File: config.mk
export PLATFORM = sky130hd
export DESIGN_NAME = ata_pio_cycle_engine
export DESIGN_NICKNAME = d
export VERILOG_FILES = /design/src/rtl/ata_pio_cycle_engine.sv
export SDC_FILE = /design/constraint.sdc
export NUM_CORES = 1
export LEC_CHECK = 0
export ABC_AREA = 1
export ABC_CLOCK_PERIOD_IN_PS = 5300
export BUFFER_PORTS_ARGS = -buffer_cell sky130_fd_sc_hd__buf_2
export CAP_MARGIN = 20
export CORE_MARGIN = 3
export CORE_UTILIZATION = 50
export DETAILED_ROUTE_END_ITERATION = 10
export PLACE_DENSITY_LB_ADDON = 0.05
export SKIP_LAST_GASP = 1
export SLEW_MARGIN = 40
export SYNTH_ARGS = -nofsm -noshare
export SYNTH_HDL_FRONTEND = slang
export SYNTH_SLANG_ARGS = --single-unit
File: constraint.sdc
create_clock -name clk -period 5.3 [get_ports clk]
set_input_delay 0.265 -clock clk [delete_from_list [all_inputs] [get_ports clk]]
set_output_delay 0.265 -clock clk [all_outputs]
set_load 0.005 [all_outputs]
File: src/rtl/ata_pio_cycle_engine.sv
module ata_pio_cycle_engine #(
  parameter int CLK_NS        = 8,
  parameter int IORDY_TIMEOUT = 256
) (
  input  logic        clk,
  input  logic        rst_n,
  input  logic [2:0]  cfg_mode_dev0,
  input  logic [2:0]  cfg_mode_dev1,
  input  logic        dev1_present,
  input  logic        data_dev,
  input  logic        req_start,
  input  logic        req_write,
  input  logic [4:0]  req_sel,
  input  logic [15:0] req_wdata,
  output logic        req_done,
  output logic        req_err,
  output logic [15:0] req_rdata,
  output logic [1:0]  cyc_wait_states,
  output logic        bus_cs0_n,
  output logic        bus_cs1_n,
  output logic [2:0]  bus_da,
  output logic        bus_dior_n,
  output logic        bus_diow_n,
  output logic [15:0] bus_dd_out,
  output logic        bus_dd_oe,
  input  logic [15:0] bus_dd_in,
  input  logic        bus_iordy
);

  localparam int MAX_CLKS = (600 + CLK_NS - 1) / CLK_NS + 1;
  localparam int CNT_W    = $clog2(MAX_CLKS + 1);
  localparam int TO_W     = $clog2(IORDY_TIMEOUT + 1);
  localparam logic [4:0] SEL_IDLE = 5'b00011;
  localparam logic [4:0] SEL_DATA = 5'h02;

  typedef enum logic [1:0] {S_IDLE, S_SETUP, S_ACTIVE, S_RECOV} state_t;

  function automatic logic [2:0] norm(input logic [2:0] m);
    return (m > 3'd4) ? 3'd0 : m;
  endfunction

  function automatic int to_clks(input int ns);
    int c;
    c = (ns + CLK_NS - 1) / CLK_NS;
    return (c < 1) ? 1 : c;
  endfunction

  function automatic int setup_ns(input logic [2:0] m);
    case (m)
      3'd1: return 50;
      3'd2: return 30;
      3'd3: return 30;
      3'd4: return 25;
      default: return 70;
    endcase
  endfunction

  function automatic int active_ns(input logic [2:0] m);
    case (m)
      3'd1: return 125;
      3'd2: return 100;
      3'd3: return 80;
      3'd4: return 70;
      default: return 165;
    endcase
  endfunction

  function automatic int cycle_ns(input logic [2:0] m);
    case (m)
      3'd1: return 383;
      3'd2: return 240;
      3'd3: return 180;
      3'd4: return 120;
      default: return 600;
    endcase
  endfunction

  function automatic int recov_clks(input logic [2:0] m);
    int r;
    r = to_clks(cycle_ns(m)) - to_clks(active_ns(m)) - to_clks(setup_ns(m));
    return (r < 1) ? 1 : r;
  endfunction

  function automatic logic [1:0] wait_states(input logic [2:0] m);
    if (m == 3'd0) return 2'd3;
    if (m <= 3'd2) return 2'd2;
    return 2'd1;
  endfunction

  state_t           st;
  logic [CNT_W-1:0] cnt;
  logic [TO_W-1:0]  tcnt;
  logic [2:0]       mode_q;
  logic [4:0]       sel_q;
  logic             wr_q;
  logic [15:0]      wdata_q;

  logic [2:0] m0, m1, slow_mode, eff_mode;
  assign m0        = norm(cfg_mode_dev0);
  assign m1        = norm(cfg_mode_dev1);
  assign slow_mode = (dev1_present && (m1 < m0)) ? m1 : m0;
  assign eff_mode  = (req_sel == SEL_DATA) ? (data_dev ? m1 : m0) : slow_mode;

  always_ff @(posedge clk) begin
    if (!rst_n) begin
      st              <= S_IDLE;
      cnt             <= '0;
      tcnt            <= '0;
      mode_q          <= 3'd0;
      sel_q           <= SEL_IDLE;
      wr_q            <= 1'b0;
      wdata_q         <= '0;
      req_done        <= 1'b0;
      req_err         <= 1'b0;
      req_rdata       <= '0;
      cyc_wait_states <= 2'd3;
    end else begin
      req_done <= 1'b0;
      case (st)
        S_IDLE: if (req_start) begin
          st              <= S_SETUP;
          sel_q           <= req_sel;
          wr_q            <= req_write;
          wdata_q         <= req_wdata;
          mode_q          <= eff_mode;
          cyc_wait_states <= wait_states(eff_mode);
          req_err         <= 1'b0;
          cnt             <= CNT_W'(to_clks(setup_ns(eff_mode)) - 1);
        end
        S_SETUP: begin
          if (cnt == '0) begin
            st   <= S_ACTIVE;
            cnt  <= CNT_W'(to_clks(active_ns(mode_q)) - 1);
            tcnt <= '0;
          end else begin
            cnt <= cnt - 1'b1;
          end
        end
        S_ACTIVE: begin
          if (cnt != '0) begin
            cnt <= cnt - 1'b1;
          end else if (bus_iordy || tcnt == TO_W'(IORDY_TIMEOUT - 1)) begin
            st  <= S_RECOV;
            cnt <= CNT_W'(recov_clks(mode_q) - 1);
            if (!bus_iordy) req_err <= 1'b1;
            if (!wr_q) req_rdata <= bus_dd_in;
          end else begin
            tcnt <= tcnt + 1'b1;
          end
        end
        default: begin
          if (cnt == '0) begin
            st       <= S_IDLE;
            req_done <= 1'b1;
            sel_q    <= SEL_IDLE;
          end else begin
            cnt <= cnt - 1'b1;
          end
        end
      endcase
    end
  end

  assign bus_cs0_n  = sel_q[0];
  assign bus_cs1_n  = sel_q[1];
  assign bus_da     = sel_q[4:2];
  assign bus_dior_n = !(st == S_ACTIVE && !wr_q);
  assign bus_diow_n = !(st == S_ACTIVE && wr_q);
  assign bus_dd_oe  = (st != S_IDLE) && wr_q;
  assign bus_dd_out = wdata_q;

endmodule

# Word-level counts from Yosys, hierarchy flattened
# Cells that the tools add are included.
[op_classes]
add_sub_neg = 22
multipliers = 0
div_mod_pow = 0
n_lt_le_gt_ge = 10
n_eq_ne = 20
shift = 0
mux = 71
n_bitwise = 9
n_reduce_logical = 33
[op_table]
columns = ["op", "count"]
rows = [
  ["two-way mux 32 bit", 21],
  ["less-than comparator 32 x 2 -> 1 bit, second input constant", 6],
  ["adder 32 x 1 -> 32 bit", 5],
  ["adder 32 x 5 -> 32 bit, second input constant", 5],
  ["subtractor 32 x 2 -> 32 bit, second input constant", 5],
  ["subtractor 32 bit", 2],
  ["one-hot mux 7 bit (3 select lines)", 3],
  ["two-way mux 7 bit", 8],
  ["one-hot mux 10 bit (4 select lines)", 1],
  ["one-hot mux 8 bit (4 select lines)", 1],
  ["two-way mux 9 bit", 3],
  ["subtractor 7 x 2 -> 7 bit, second input constant", 3],
  ["two-way mux 2 bit", 9],
  ["one-hot mux 9 bit (2 select lines)", 1],
  ["two-way mux 3 bit", 5],
  ["OR reduction 3 bit", 5],
  ["two-way mux 1 bit", 14],
  ["== test 3 x 2 -> 1 bit, second input constant", 4],
  ["inequality test 2 bit, second input constant", 6],
  ["two-way mux 5 bit", 2],
  ["one-hot mux 5 bit (2 select lines)", 1],
  ["AND reduction 5 bit", 2],
  ["adder 9 x 1 -> 9 bit, second input constant", 1],
  ["== test 9 x 8 -> 1 bit, second input constant", 1],
  ["other kinds (29)", 51],
]
[word_totals]
regBits = 63
latch_bits = 0
ram_bits = 0
mem_bits_ro = 0
input_bits = 50
out_inout_bits = 44
mem_count = 0

# Logic depth before layout (Yosys ltp)
[depth]
word_depth = 22
mapped_depth = 34

# Worst setup path before layout
# No wires, ideal clock.
[synth_path]
kind = "register to register"
startpoint = "register mode_q[2]"
endpoint = "register cnt[1]"
setup_time_ps = 58
arrival_time_ps = 4082
t_required_ps = 5242
setup_slack_ps = 1160
stages_incl_launch_ff = 33
n_path_buf = 0
period_less_slack_ps = 4140
cell_sequence = "dfxtp_1 > inv_2 > nand2_2 > nand3_4 > inv_2 > ha_1 > inv_1 > nand3_1 > fa_1 > ha_1 > nand2_1 > nand2_1 > nand2_1 > nand2_1 > nand3_1 > nand2_1 > inv_1 > ha_1 > nand2_1 > nor2_1 > nand2_1 > nor2_2 > nand2_2 > nand2_4 > or2_2 > ha_1 > o22ai_1 > nand2_1 > o21ai_0 > nand2_1 > o211ai_1 > o211ai_1 > inv_1"
[synth_between]
elab_chain_cells = 21
word_cells_on_any_way = 61
cone_classes = "16 x add/sub; 5 x order compare; 4 x eq/ne; 27 x mux; 4 x bitwise; 5 x reduce/logical"
[synth_rtl]
columns = ["element", "line_no", "text"]
rows = [
  ["start, declared", "93", "logic [2:0] mode_q;"],
  ["start signal, assigned", "125", "mode_q <= eff_mode;"],
  ["== test 3 bit, or another cell as far along", "49, 59, 69", ""],
  ["one-hot mux 10 bit (4 select lines), or another cell as far along", "69", "case (m)"],
  ["two-way mux 32 bit or one-hot mux 7 bit (3 select lines) (tied branches)", "142, 49", ""],
  ["two-way mux 32 bit (on tied branches)", "140, 142", ""],
  ["two-way mux 32 bit (on tied branches)", "119, 140", ""],
  ["two-way mux 32 bit (on tied branches)", "105, 119", ""],
  ["adder 32 x 5 -> 32 bit or two-way mux 32 bit (tied branches)", "44, 105", ""],
  ["subtractor 32 x 2 -> 32 bit or adder 32 x 5 -> 32 bit (tied branches)", "44", "c = (ns + CLK_NS - 1) / CLK_NS;"],
  ["[5 not listed]", "n/a", ""],
  ["subtractor 32 bit or two-way mux 32 bit (tied branches)", "80, 45", ""],
  ["subtractor 32 bit", "80", "r = to_clks(cycle_ns(m)) - to_clks(active_ns(m)) - to_clks(setup_ns(m));"],
  ["less-than comparator 32 x 2 -> 1 bit", "81", "return (r < 1) ? 1 : r;"],
  ["two-way mux 7 bit", "81", ""],
  ["subtractor 7 x 2 -> 7 bit", "144", "cnt <= CNT_W'(recov_clks(mode_q) - 1);"],
  ["two-way mux 7 bit", "142", "end else if (bus_iordy || tcnt == TO_W'(IORDY_TIMEOUT - 1)) begin"],
  ["two-way mux 7 bit", "140", "if (cnt != '0) begin"],
  ["one-hot mux 7 bit (3 select lines) *", "119", "case (st)"],
  ["end signal, assigned", "128", "cnt <= CNT_W'(to_clks(setup_ns(eff_mode)) - 1);"],
  ["end signal, assigned", "141", "cnt <= cnt - 1'b1;"],
  ["end signal, assigned", "144", ""],
  ["end, declared", "91", "logic [CNT_W-1:0] cnt;"],
]
# Every way passes the cells marked *; elsewhere a longest branch is shown, timed or not. The select of a mux whose other input is x is not followed.
# A chain may end at the register's enable or synchronous reset.

# Worst setup path in the final report
# Same ends and word-level chain as after synthesis.

==> results.json <==
{
  "skew_ps": 11.3,
  "ys_seq_area_share_pct": 32.1,
  "fp.dieH_um": 94.7,
  "synthFlopType": "dfxtp_1",
  "hpwl_mm": 7.05,
  "finalSetupViolCount": 0,
  "grt_antenna_before_repair": 0,
  "cp_data_arrival_time_ps": 4950,
  "drtAntennaViolNets": 0,
  "ys_seq_elements": 63,
  "drc": 0,
  "viasPerCell": 4.98,
  "fin_tns_setup_ps": 0,
  "drtIter0Drc": 298,
  "first_global_vias": 3609,
  "initial_core_util_pct": 52.8,
  "cts_buffer_depth": 2,
  "internal_power_w": 0.00152,
  "design_area_sq_um": 4670,
  "synth.distinct_cells": 44,
  "power_w": 0.00304,
  "io_pins": 94,
  "slowest_delay_ps": 510,
  "drv_cap": 0,
  "power_leakage_nw": 2.46,
  "first_pass_iters": 5,
  "fmax_ghz": 0.214,
  "die_x_um": 94.7,
  "powerDensity_nw_per_um2": 651,
  "cp-end-kind": "flip-flop",
  "grt_max_degree": 46,
  "crit_top_cell": "nand2_1",
  "gr-total-overflow": 0,
  "worst_pin_slew_ps": 734,
  "muxShareOfSynthArea_pct": 0,
  "period_share_pct": 88.1,
  "netSwitchingFraction_pct": 50.0,
  "rsz0062_at_grt": "false",
  "vias": 3861,
  "status": "completed",
  "async_flop_share_pct": 0,
  "yosys.area_share.simple_pct": 26.6,
  "row_count": 31,
  "grtUsageTotal_pct": 21.9,
  "yosys_warnings": 0,
  "post_cts_buffers": 0,
  "path_max_fanout": 7,
  "gp_congestion": 0.883,
  "htree_num_levels": 3,
  "antenna_cells": 0,
  "dieArea_sq_um": 8970,
  "syn_area_sq_um": 3930,
  "path_class": "flip-flop to flip-flop",
  "synth_compound_area_share_pct": 18.5,
  "slew_violations": 0,
  "cts.clk_slew.worst_paths_ps": 70,
  "startpoint_type": "flip-flop",
  "avgSynthCellArea_sq_um": 6.75,
  "p_seq_share_pct": 21.0,
  "drive_gt1_share_pct": 21.0,
  "switchingPower_w": 0.00152,
  "fin_crit_ps": 4670,
  "io_buffers": 93,
  "cts_resized": 0,
  "grt_pass1_wl_mm": 15.7,
  "numClockSinks": 63,
  "pwr-share-clk_pct": 14.2,
  "wl_mm": 9.35,
  "required_ps": 5580,
  "cts_hold_buf": 0,
  "slew_headroom_pct": 51.0,
  "hold_viol": 0,
  "synthAdderAreaFrac_pct": 9.22,
  "wire_per_inst_um": 12.0,
  "synth-xor-area-share_pct": 2.00,
  "combPwrFrac_pct": 64.8,
  "dpl_cell_area_sq_um": 4470,
  "cts_root_buffer": "clkbuf_8",
  "postSynthCellCount": 583,
  "nets": 748,
  "syn2layout_area_growth_pct": 18.8,
  "core-area_sq_um": 7450,
  "clock_latency_ps": 340,
  "synth_top_family_by_area": "simple AND/OR/NAND/NOR gates",
  "hp-class": "input port to flip-flop",
  "cts_tree": "yes",
  "cts_buffers": 9,
  "synth_edf_count": 0,
  "peakVddDrop_mv": 0.264,
  "crit_path_top_delay_cell": "fa_1"
}
-- metal layers --
layer  part of all wire, %  vias to the layer above  global-route usage [%]
li1                      -                     2032                       -
met1                    46                     1710                    27.4
met2                    46                      102                    36.2
met3                   5.8                       17                    5.74
met4                   1.8                        0                    8.17
met5                     0                        -                       0
-- sequential cells by signal, indices dropped and copies added, names as in the netlist, 2 cells and up --
name and flops:
cnt 7, bus_dd_out 16, mode_q 3, req_rdata 16, sel_q 5, cyc_wait_states 2, tcnt 9, st 2
-- logic make-up after synthesis --
group	count (synthesis)
and+or+nand+nor	234
other	1
buffers and inverters	119
xor gates and xnor gates	9
adders and majority gates	26
AOI/OAI and AO/OA	131
DFF	63
-- cells in the final DEF (no fill, tap or decap), types with 3 or more instances in the layout --
cell / instances
nand2_1: 103
inv_1: 94
buf_2: 93
nor2_1: 79
dfxtp_1: 63
a21oi_1: 54
o21ai_0: 51
ha_1: 21
nand3_1: 13
clkbuf_8: 11
nand2_2: 7
nor3_1: 7
o211ai_1: 6
inv_2: 5
xor2_1: 5
o22ai_1: 5
fa_1: 5
xnor2_1: 4
nand4_1: 4
nand3_2: 3
nor2_2: 3
nand3b_1: 3
a211oi_1: 3
-- power by group through the flow --
stage          sequential (W)  combinational (W)  clock, W
2_1_floorplan        0.000646            0.00152         0
3_3_place_gp         0.000643            0.00194         0
5_1_grt              0.000651            0.00225  0.000466
3_5_place_dp         0.000647            0.00195         0
6_report             0.000638            0.00197  0.000432
4_1_cts              0.000637            0.00197  0.000441
-- stage by stage --
| step | util [%] | setup WS [ps] | hold slack (ps) | instances |
|---|---|---|---|---|
| after floorplan | - | 1160 | 393 | 584 |
| after global placement | 60.0 | 933 | 436 | 760 |
| after detailed placement | 60.0 | 723 | 446 | 760 |
| after CTS | 62.8 | 653 | 142 | 776 |
| after global routing | 62.8 | 276 | 135 | 776 |
| final | 62.8 | 632 | 154 | 776 |
-- path summary, 6_finish.rpt --
| path | from | endpoint | slack (ps) | cells after the start |
|---|---|---|---|---|
| min reg2reg | tcnt[7] | tcnt[7] | 460 | 1 |
| min | bus_dd_in[15] | req_rdata[15] | 150 | 3 |
| max | mode_q[2] | cnt[1] | 630 | 32 |
| max reg2reg | mode_q[2] | cnt[1] | 630 | 32 |
-- critical path, delay by kind of cell, from the launching register on --
family	cells	cell delay [ps]
buf+inv	5	410
flops	1	340
fa+ha+maj	5	1590
compound gates	4	520
simple gates	18	1750
-- area by class of cell --
| class | count | area (sq um) |
|---|---|---|
| clock buffers | 12 | 155 |
| fillers | 722 | 2770 |
| inverters | 102 | 385 |
| repair buffers | 94 | 473 |
| well taps | 99 | 124 |
| flip-flops and latches | 63 | 1260 |
| clock inverters | 4 | 52.6 |
| multi-input cells | 402 | 2220 |
-- cells in the mapped netlist, types with 2 or more instances --
master | number | area, sq um
dfxtp_1 | 63 | 1260
nand2_4 | 2 | 22.5
o21ai_2 | 2 | 17.5
nand3_2 | 3 | 30.0
nand2_2 | 7 | 43.8
o21ai_0 | 51 | 255
nand3b_1 | 3 | 22.5
nor2_2 | 3 | 18.8
inv_2 | 5 | 18.8
nand4_1 | 4 | 25.0
nor2_1 | 79 | 297
a211oi_1 | 3 | 22.5
xnor2_1 | 4 | 35.0
a21oi_2 | 2 | 17.5
ha_1 | 21 | 263
clkinv_1 | 2 | 7.51
o22ai_1 | 5 | 31.3
nand3_4 | 2 | 35.0
nor3_1 | 7 | 35.0
o211ai_1 | 6 | 45.0
fa_1 | 5 | 100
nor3_2 | 2 | 20.0
clkbuf_1 | 14 | 52.6
nand2_1 | 103 | 387
and3_1 | 2 | 12.5
buf_2 | 3 | 15.0
inv_1 | 94 | 353
xor2_1 | 5 | 43.8
a21oi_1 | 54 | 270
nand3_1 | 13 | 65.1
Note: power is estimated with default switching activity, not from simulation.
